**src/rtl/hbus_pkg.sv**
```systemverilog
package hbus_pkg;
  typedef enum logic [2:0] {
    ST_IDLE,
    ST_CA,
    ST_LAT,
    ST_WDATA,
    ST_RDATA,
    ST_STOP,
    ST_RECOV
  } hb_state_e;

  localparam int CA_BITS = 48;
endpackage

```
**src/rtl/hbus_ca_build.sv**
```systemverilog
module hbus_ca_build #(
  parameter int ADDR_W = 22
) (
  input  logic                          is_read,
  input  logic                          is_reg,
  input  logic [ADDR_W-1:0]             word_addr,
  output logic [hbus_pkg::CA_BITS-1:0]  ca
);
  // Upper address part goes to bits 44:16, the low three bits to 2:0.
  always_comb begin
    ca        = '0;
    ca[47]    = is_read;
    ca[46]    = is_reg;
    ca[45]    = 1'b1;
    ca[44:16] = 29'(word_addr >> 3);
    ca[2:0]   = word_addr[2:0];
  end
endmodule

```
**src/rtl/hbus_req_check.sv**
```systemverilog
module hbus_req_check #(
  parameter int ADDR_W    = 22,
  parameter int LEN_W     = 9,
  parameter int MAX_WORDS = 128
) (
  input  logic [ADDR_W-1:0] addr,
  input  logic [LEN_W-1:0]  len,
  output logic              ok
);
  localparam int SUM_W = ((ADDR_W > LEN_W) ? ADDR_W : LEN_W) + 1;

  logic [SUM_W-1:0] end_w;
  logic [SUM_W-1:0] top_w;

  always_comb begin
    end_w = SUM_W'(addr) + SUM_W'(len);
    top_w = SUM_W'(1) << ADDR_W;
    ok    = (len != '0) && (len <= LEN_W'(MAX_WORDS)) && (end_w <= top_w);
  end
endmodule

```
**src/rtl/hbus_xact_ctrl.sv**
```systemverilog
module hbus_xact_ctrl #(
  parameter int ADDR_W     = 22,
  parameter int LEN_W      = 9,
  parameter int MAX_WORDS  = 128,
  parameter int LAT_W      = 4,
  parameter int RECOV_CLKS = 4,
  parameter int RD_TIMEOUT = 64
) (
  input  logic              clk,
  input  logic              rst_n,
  input  logic [LAT_W-1:0]  cfg_latency,
  input  logic              cfg_fixed_double,
  input  logic              req_valid,
  output logic              req_ready,
  input  logic              req_read,
  input  logic              req_reg,
  input  logic [ADDR_W-1:0] req_addr,
  input  logic [LEN_W-1:0]  req_len,
  input  logic              wr_valid,
  output logic              wr_ready,
  input  logic [15:0]       wr_data,
  input  logic [1:0]        wr_be,
  output logic              rd_valid,
  output logic [15:0]       rd_data,
  output logic              done,
  output logic              err_reject,
  output logic              err_timeout,
  output logic              busy,
  output logic              bus_cs_n,
  output logic              bus_ck_en,
  output logic [15:0]       bus_dq_o,
  output logic              bus_dq_oe,
  output logic [1:0]        bus_rwds_o,
  output logic              bus_rwds_oe,
  input  logic              bus_rwds_i,
  input  logic              cap_valid,
  input  logic [15:0]       cap_data
);
  import hbus_pkg::*;

  localparam int TMO_W = $clog2(RD_TIMEOUT + 1);
  localparam int REC_W = $clog2(RECOV_CLKS + 1);
  localparam int CHK_W = REC_W + 1;

  hb_state_e            state;
  logic [CA_BITS-1:0]   ca_next, ca_q;
  logic                 req_ok;
  logic                 is_read_q, is_reg_q, tmo_q, rej_q;
  logic [LEN_W-1:0]     len_q, word_cnt;
  logic [1:0]           ca_cnt;
  logic [LAT_W:0]       lat_total, lat_cnt;
  logic [TMO_W-1:0]     tmo_cnt;
  logic [REC_W-1:0]     rec_cnt;

  hbus_ca_build #(.ADDR_W(ADDR_W)) ca_i (
    .is_read   (req_read),
    .is_reg    (req_reg),
    .word_addr (req_addr),
    .ca        (ca_next)
  );

  hbus_req_check #(.ADDR_W(ADDR_W), .LEN_W(LEN_W), .MAX_WORDS(MAX_WORDS)) chk_i (
    .addr (req_addr),
    .len  (req_len),
    .ok   (req_ok)
  );

  // One or two latency periods, decided by RWDS or forced double mode.
  always_comb begin
    if (cfg_fixed_double || bus_rwds_i) lat_total = {cfg_latency, 1'b0};
    else                                lat_total = {1'b0, cfg_latency};
  end

  always_ff @(posedge clk or negedge rst_n) begin
    if (!rst_n) begin
      state     <= ST_IDLE;
      ca_q      <= '0;
      is_read_q <= 1'b0;
      is_reg_q  <= 1'b0;
      tmo_q     <= 1'b0;
      rej_q     <= 1'b0;
      len_q     <= '0;
      word_cnt  <= '0;
      ca_cnt    <= '0;
      lat_cnt   <= '0;
      tmo_cnt   <= '0;
      rec_cnt   <= '0;
    end else begin
      rej_q <= 1'b0;
      unique case (state)
        ST_IDLE: if (req_valid) begin
          if (req_ok) begin
            ca_q      <= ca_next;
            is_read_q <= req_read;
            is_reg_q  <= req_reg;
            len_q     <= (req_reg && !req_read) ? LEN_W'(1) : req_len;
            ca_cnt    <= '0;
            word_cnt  <= '0;
            tmo_cnt   <= '0;
            state     <= ST_CA;
          end else begin
            rej_q <= 1'b1;
          end
        end
        ST_CA: begin
          ca_cnt <= ca_cnt + 2'd1;
          if (ca_cnt == 2'd2) begin
            if (is_read_q)     state <= ST_RDATA;
            else if (is_reg_q) state <= ST_WDATA;
            else begin
              lat_cnt <= lat_total - 1'b1;
              state   <= ST_LAT;
            end
          end
        end
        ST_LAT: begin
          if (lat_cnt == '0) state <= ST_WDATA;
          else               lat_cnt <= lat_cnt - 1'b1;
        end
        ST_WDATA: if (wr_valid) begin
          word_cnt <= word_cnt + LEN_W'(1);
          if (word_cnt == len_q - LEN_W'(1)) begin
            tmo_q <= 1'b0;
            state <= ST_STOP;
          end
        end
        ST_RDATA: begin
          if (cap_valid) begin
            tmo_cnt  <= '0;
            word_cnt <= word_cnt + LEN_W'(1);
            if (word_cnt == len_q - LEN_W'(1)) begin
              tmo_q <= 1'b0;
              state <= ST_STOP;
            end
          end else if (tmo_cnt == TMO_W'(RD_TIMEOUT - 1)) begin
            tmo_q <= 1'b1;
            state <= ST_STOP;
          end else begin
            tmo_cnt <= tmo_cnt + TMO_W'(1);
          end
        end
        ST_STOP: begin
          rec_cnt <= '0;
          state   <= ST_RECOV;
        end
        ST_RECOV: begin
          if (rec_cnt == REC_W'(RECOV_CLKS - 1)) state <= ST_IDLE;
          else                                    rec_cnt <= rec_cnt + REC_W'(1);
        end
        default: state <= ST_IDLE;
      endcase
    end
  end

  always_comb begin
    bus_cs_n    = !(state inside {ST_CA, ST_LAT, ST_WDATA, ST_RDATA, ST_STOP});
    bus_ck_en   = (state inside {ST_CA, ST_LAT, ST_RDATA}) || (state == ST_WDATA && wr_valid);
    bus_dq_oe   = (state == ST_CA) || (state == ST_WDATA && wr_valid);
    bus_dq_o    = '0;
    if (state == ST_CA) begin
      case (ca_cnt)
        2'd0:    bus_dq_o = ca_q[47:32];
        2'd1:    bus_dq_o = ca_q[31:16];
        default: bus_dq_o = ca_q[15:0];
      endcase
    end else if (state == ST_WDATA) begin
      bus_dq_o = wr_data;
    end
    bus_rwds_oe = (state == ST_WDATA) && !is_reg_q;
    bus_rwds_o  = bus_rwds_oe ? ~wr_be : 2'b00;
    wr_ready    = (state == ST_WDATA);
    rd_valid    = (state == ST_RDATA) && cap_valid;
    rd_data     = cap_data;
    done        = (state == ST_STOP) && !tmo_q;
    err_timeout = (state == ST_STOP) && tmo_q;
    err_reject  = rej_q;
    busy        = (state != ST_IDLE);
    req_ready   = (state == ST_IDLE);
  end

  // Checker counter: clocks of chip select high, saturating.
  logic [CHK_W-1:0] cs_hi_cnt;
  always_ff @(posedge clk or negedge rst_n) begin
    if (!rst_n)                               cs_hi_cnt <= CHK_W'(RECOV_CLKS);
    else if (!bus_cs_n)                       cs_hi_cnt <= '0;
    else if (cs_hi_cnt < CHK_W'(RECOV_CLKS))  cs_hi_cnt <= cs_hi_cnt + CHK_W'(1);
  end

  assert_cs_recovery_R9: assert property (@(posedge clk) disable iff (!rst_n)
    $fell(bus_cs_n) |-> cs_hi_cnt >= CHK_W'(RECOV_CLKS));
  assert_busy_after_cs_R9: assert property (@(posedge clk) disable iff (!rst_n)
    $rose(bus_cs_n) |-> busy);
  assert_ck_needs_cs_R8: assert property (@(posedge clk) disable iff (!rst_n)
    bus_ck_en |-> !bus_cs_n);
  assert_clk_stops_first_R8: assert property (@(posedge clk) disable iff (!rst_n)
    $rose(bus_cs_n) |-> !$past(bus_ck_en));
  assert_reject_quiet_R10: assert property (@(posedge clk) disable iff (!rst_n)
    err_reject |-> bus_cs_n);
  assert_read_no_drive_R7: assert property (@(posedge clk) disable iff (!rst_n)
    rd_valid |-> (!bus_dq_oe && !bus_rwds_oe));
  assert_timeout_stop_R11: assert property (@(posedge clk) disable iff (!rst_n)
    err_timeout |-> (!bus_ck_en && !bus_cs_n && !done));
endmodule

```
**config.mk**
```make
export PLATFORM = sky130hd
export DESIGN_NAME = hbus_xact_ctrl
export DESIGN_NICKNAME = d
export VERILOG_FILES = /design/src/rtl/hbus_pkg.sv /design/src/rtl/hbus_ca_build.sv /design/src/rtl/hbus_req_check.sv /design/src/rtl/hbus_xact_ctrl.sv
export SDC_FILE = /design/constraint.sdc
export NUM_CORES = 1
export LEC_CHECK = 0
export BUFFER_PORTS_ARGS = -buffer_cell sky130_fd_sc_hd__buf_2
export CORE_UTILIZATION = 35
export CTS_CLUSTER_SIZE = 12
export DETAILED_ROUTE_END_ITERATION = 16
export GPL_TIMING_DRIVEN = 1
export HOLD_SLACK_MARGIN = 0.06
export REMOVE_ABC_BUFFERS = 1
export SYNTH_ARGS = -nofsm -noshare
export SYNTH_HDL_FRONTEND = slang
export SYNTH_SLANG_ARGS = --single-unit
```
**constraint.sdc**
```tcl
create_clock -name clk -period 2.7 [get_ports clk]
set_input_delay 0.54 -clock clk [delete_from_list [all_inputs] [get_ports clk]]
set_output_delay 0.54 -clock clk [all_outputs]
set_load 0.02 [all_outputs]
```
# After elaboration in Yosys (flattened, before gate mapping)
# Cells that the tools add are included.
# totals
input_bits,78
wordCells,129
reg_bits,67
output_inout_bits,45
# op_classes
n_addsub,8
bitwise,1
mux,46
reduce_logical,36
n_eq_ne,24
order_cmp,2
# ops
cell,n
9-bit 2-to-1 mux,5
3-bit 2-to-1 mux,11
16-bit 2-to-1 mux,2
16-bit one-hot mux with 2 select lines,1
7-bit 2-to-1 mux,4
9-bit one-hot mux with 3 select lines,1
5-bit 2-to-1 mux,5
22-bit by 9-bit adder with 23-bit output,1
23-bit <= comparator (second input constant),1
3-bit one-hot mux with 7 select lines,1
2-bit != test (second input constant),10
7-bit one-hot mux with 2 select lines,1
5-bit one-hot mux with 2 select lines,1
5-bit AND reduction,2
2-bit nonzero test,5
5-bit by 1-bit subtractor with 5-bit output (second input constant),2
9-bit by 1-bit adder with 9-bit output (second input constant),1
3-bit by 2-bit == test with 1-bit output (second input constant),3
3-bit == test (second input constant),3
9-bit == test,1
9-bit by 8-bit <= comparator with 1-bit output (second input constant),1
3-bit AND reduction,3
3-bit nonzero test,3
9-bit nonzero test,1
26 further kinds,48

# Longest topological paths before layout
# logic_depth
word_depth,7
depth_mapped,12
ltp_nobuf,11

# Hierarchy
# A second synthesis with hierarchy kept.
# unflattened
hier_cells,783
area_unflattened_um2,6232.2
# by_module_without_submodules
module,cells_per_inst,seq_area_each_um2,area_each_um2,instances
hbus_xact_ctrl,623,2252.2,5046.1,1
hbus_req_check,110,0.0,818.3,1
hbus_ca_build,50,0.0,367.9,1

# Worst setup path after synthesis
# OpenSTA, ideal clock, no wires.
# synth_path
path_type,in2reg
start,input req_addr[0]
end,register ca_q[0]
slack_ns,-0.692
cell_stages,12
t_arrival_ns,3.267
setup_ns,0.125
required_ns,2.575
path_buffers,1
cell_sequence,ha_1 -> fa_1 -> or2_2 -> a2111oi_0 -> o211ai_1 -> nor4_1 -> o2111ai_1 -> o31ai_2 -> and2_2 -> nand2_4 -> buf_6 -> mux2_4
# synth_via
elab_chain_cells,4
# synth_lines
item,line,text
start: declaration,hbus_xact_ctrl.sv:17,"input logic [ADDR_W-1:0] req_addr,"
22-bit by 9-bit adder with 23-bit output,hbus_req_check.sv:16,end_w = SUM_W'(addr) + SUM_W'(len);
23-bit <= comparator,hbus_req_check.sv:18,ok = (len != '0) && (len <= LEN_W'(MAX_WORDS)) && (end_w <= top_w);
1-bit logical AND,hbus_req_check.sv:18,
3-bit AND reduction (no line),n/a,
end signal: assignment,hbus_xact_ctrl.sv:93,ca_q <= ca_next;
end: declaration,hbus_xact_ctrl.sv:46,"logic [CA_BITS-1:0] ca_next, ca_q;"
# Several ways; a longest one is shown, not always the timed one.
# A chain may end at the register's enable or synchronous reset.

# Final worst setup path
# layout_path
start,input req_addr[0]
end,register is_read_q
# layout_via
elab_chain_cells,4
# layout_lines
item,line,text
22-bit by 9-bit adder with 23-bit output,hbus_req_check.sv:16,
23-bit <= comparator,hbus_req_check.sv:18,
1-bit logical AND,hbus_req_check.sv:18,
3-bit AND reduction (no line),n/a,
end signal: assignment,hbus_xact_ctrl.sv:94,is_read_q <= req_read;
end: declaration,hbus_xact_ctrl.sv:48,"logic is_read_q, is_reg_q, tmo_q, rej_q;"
# Every way passes these cells.

==> metrics <==
run status=finished with violations; violations in the final reports=setup timing; starting utilization of the core area=36.5%; share of cells above drive strength 1=37.1%; Area contributors post-synth=sky130_fd_sc_hd__dfrtp_1 35%, sky130_fd_sc_hd__mux2_4 6.4%, sky130_fd_sc_hd__ha_1 4.8%; CTS tree=done; Max Slew Vio Count=0; number of inserted diodes=0; critical path class=in -> reg; clock slew at the register clock pins of the worst setup and hold paths=0.06 ns; die outline area=13,900 um^2; final critical-path share of the clock period=116%; minimum clock period after layout=3.14 ns; most used flip-flop cell after synthesis=sky130_fd_sc_hd__dfrtp_1; area added between synthesis and finish=36.0%; flip-flop and latch count after synthesis=65; Chip Width=118 um; WHS=0.161 ns; Final Wtd Congestion=0.868; highest achievable clock rate=318 MHz; most frequent cell after synthesis=sky130_fd_sc_hd__dfrtp_1; Setup Viol. Count Final=53; Yosys top cell by area=sky130_fd_sc_hd__dfrtp_1; vias=4,558; routed vias/inst=5.36; Worst R2R End=rec_cnt[1]; warnings from Yosys=0; post-synthesis average cell area=8.98 um^2; All-Layer GR Usage=20.1%; core area=12,900 um^2; number of enable flip-flop cells after synthesis=0; number of remaining DRC errors=0; Leak=3.17 nW; share of synthesized flip-flops with an asynchronous set or reset=100%; Clock Latency Late Sink=0.34 ns; remaining max-slew budget at the tightest pin=61.5%; number of sinks handled by clock tree synthesis=65; Placed Cells incl. Taps=827; estimated wirelength of the detail-placed design=10.2 mm; count of max-cap constraint violations=0; Least-Margin Pin Slew=0.574 ns; vias in the first global route=4,456; Worst Skew=0.00998 ns; number of antenna violations at the first check in global routing=0; cell count after synthesis=523; worst path setup slack after routing=-0.441 ns; Placement Rows=41; number of different library cells in the post-synthesis netlist=64; Reg-to-Reg Start=lat_cnt[3]; first-pass GRT wire length=22.3 mm; unrepaired setup endpoints after global routing=yes; number of design-rule violations left by the first detailed-router iteration=246; Tightest Hold Check Type=in -> async; number of failing hold endpoints at the final stage=0; final antenna-violating net count=0; maximum number of pins on one net before global-route repair=27; average detailed-routed wire length per instance=16.1 um; number of top-level pins=123; Routed WL=13.7 mm; Longest Clk Path Bufs=2; portion of synthesized cell area occupied by the leading cell type=34.6%; Clock H-tree levels=3; critical path capture point type=register; Critical Path Source Type=input pin; reg-to-reg setup timing slack=0.29 ns; Critical Path AT=3.36 ns; hold bufs inserted after CTS=0; length in cells of the worst reg-to-reg path=8; count of buffers from port buffering=90; total CTS buffers=9; cell at the root of the clock tree=sky130_fd_sc_hd__clkbuf_16; peak supply drop=0.305 mV; first-pass detailed-route iteration total=5; power density normalized to cell area=579 nW/um^2; nets=771; vertical die dimension=118 um; worst endpoint required time=2.92 ns; sequential share of the synthesized area=34.6%; post-synthesis instance area=4700 um^2; total congestion overflow after global routing=0; total chip power=0.00370 W; final cell count without fillers=851; most used standard cells in the synthesized netlist=65 x sky130_fd_sc_hd__dfrtp_1, 50 x sky130_fd_sc_hd__nor2_1, 48 x sky130_fd_sc_hd__nand2_1; largest fanout of any net on the critical path=9
-- where the power goes --
part	internal (W)	switching, W
combinational	0.000554	0.000784
clock	0.000732	0.000488
sequential	0.00106	0.0000834
-- worst max-delay path by stage --
stage,startpoint,end,depth (start not counted)
CTS,req_addr[0],tmo_cnt[4],13
global route,req_addr[1],is_read_q,14
detailed placement,req_addr[0],ca_q[19],13
global placement,req_addr[0],ca_q[25],13
floorplan,req_addr[0],ca_q[0],11
finish,req_addr[0],is_read_q,13
-- timing repair --
action                                 CTS  global route
gates resized for setup                 43            19
buffers inserted                         3             3
endpoints found under the hold margin    0             0
setup endpoints to repair               54            67
pin swaps                               17            13
cloned                                   3             0
-- critical path, cell delays in order --
cell and delay (ns):
sky130_fd_sc_hd__buf_8 0.10, sky130_fd_sc_hd__ha_4 0.15, sky130_fd_sc_hd__fa_2 0.39, sky130_fd_sc_hd__or2_4 0.24, sky130_fd_sc_hd__a2111oi_4 0.27, sky130_fd_sc_hd__o211ai_1 0.13
sky130_fd_sc_hd__nor4_1 0.29, sky130_fd_sc_hd__o2111ai_2 0.20, sky130_fd_sc_hd__o31ai_4 0.26, sky130_fd_sc_hd__and2_4 0.23, sky130_fd_sc_hd__nand2_8 0.09, sky130_fd_sc_hd__buf_12 0.18
sky130_fd_sc_hd__mux2_4 0.29
-- registers in the layout (all words and copies together), names as in the netlist --
signal and count:
tmo_cnt 7, rec_cnt 3, len_q 9, state 3, is_read_q 1, lat_cnt 5, word_cnt 9, ca_q 24
tmo_q 1, err_reject 1, ca_cnt 2
-- stage by stage --
step,setup TNS [ns],instance area (um^2),util (%),setup WS (ns)
final,-20.09,6390,49.6,-0.441
after global routing,-24.95,6390,49.6,-0.530
after CTS,-20.87,6290,48.8,-0.470
after detailed placement,-49.79,5740,44.6,-1.03
after global placement,-47.82,5740,44.6,-0.989
after floorplan,-34.58,4500,-,-0.801
-- kinds of logic (layout without fill, tap and decap cells) --
family | count (synthesis) | after routing | synth area share (%)
fa+ha+maj | 19 | 19 | 5.22
buf+inv | 56 | 212 | 6.15
mux | 42 | 42 | 11.3
flops | 65 | 65 | 34.6
simple gates | 185 | 185 | 19.1
xor+xnor | 18 | 18 | 3.36
compound gates | 138 | 138 | 20.2
-- routing by layer --
| layer | vias up | track usage [%] | wire (um) |
|---|---|---|---|
| met4 | 0 | 5.37 | 252 |
| met1 | 2156 | 26.5 | 6320 |
| met5 | - | 0 | 0 |
| met3 | 22 | 5.47 | 841 |
| met2 | 173 | 32.2 | 6250 |
| li1 | 2207 | - | - |
-- layout by cell type, fill, tap and decap left out, types with 5 or more instances in the layout --
master and instances:
sky130_fd_sc_hd__a211o_1 5, sky130_fd_sc_hd__a21oi_1 30, sky130_fd_sc_hd__a221oi_1 6, sky130_fd_sc_hd__a22o_1 12
sky130_fd_sc_hd__and3_1 13, sky130_fd_sc_hd__buf_2 88, sky130_fd_sc_hd__buf_4 71, sky130_fd_sc_hd__buf_6 6
sky130_fd_sc_hd__clkbuf_16 9, sky130_fd_sc_hd__dfrtp_1 64, sky130_fd_sc_hd__ha_1 17, sky130_fd_sc_hd__inv_1 25
sky130_fd_sc_hd__mux2_2 6, sky130_fd_sc_hd__mux2_4 22, sky130_fd_sc_hd__mux2i_1 14, sky130_fd_sc_hd__nand2_1 47
sky130_fd_sc_hd__nand2b_1 9, sky130_fd_sc_hd__nand3_1 10, sky130_fd_sc_hd__nand4_1 7, sky130_fd_sc_hd__nor2_1 44
sky130_fd_sc_hd__nor3_1 16, sky130_fd_sc_hd__o211ai_1 12, sky130_fd_sc_hd__o21a_1 6, sky130_fd_sc_hd__o21ai_0 19
sky130_fd_sc_hd__o21ai_2 5, sky130_fd_sc_hd__or2_2 5, sky130_fd_sc_hd__xnor2_1 7, sky130_fd_sc_hd__xor2_1 11
-- layout make-up --
| cell class | count | area [um^2] |
|---|---|---|
| Fill cell | 1210 | 6490 |
| Tap cell | 172 | 215 |
| Sequential cell | 65 | 1630 |
| Clock inverter | 7 | 83.8 |
| Multi-Input combinational cell | 402 | 2970 |
| Inverter | 25 | 93.8 |
| Clock buffer | 9 | 225 |
| Timing Repair Buffer | 171 | 1170 |
Note: power is estimated with default switching activity, not from simulation.
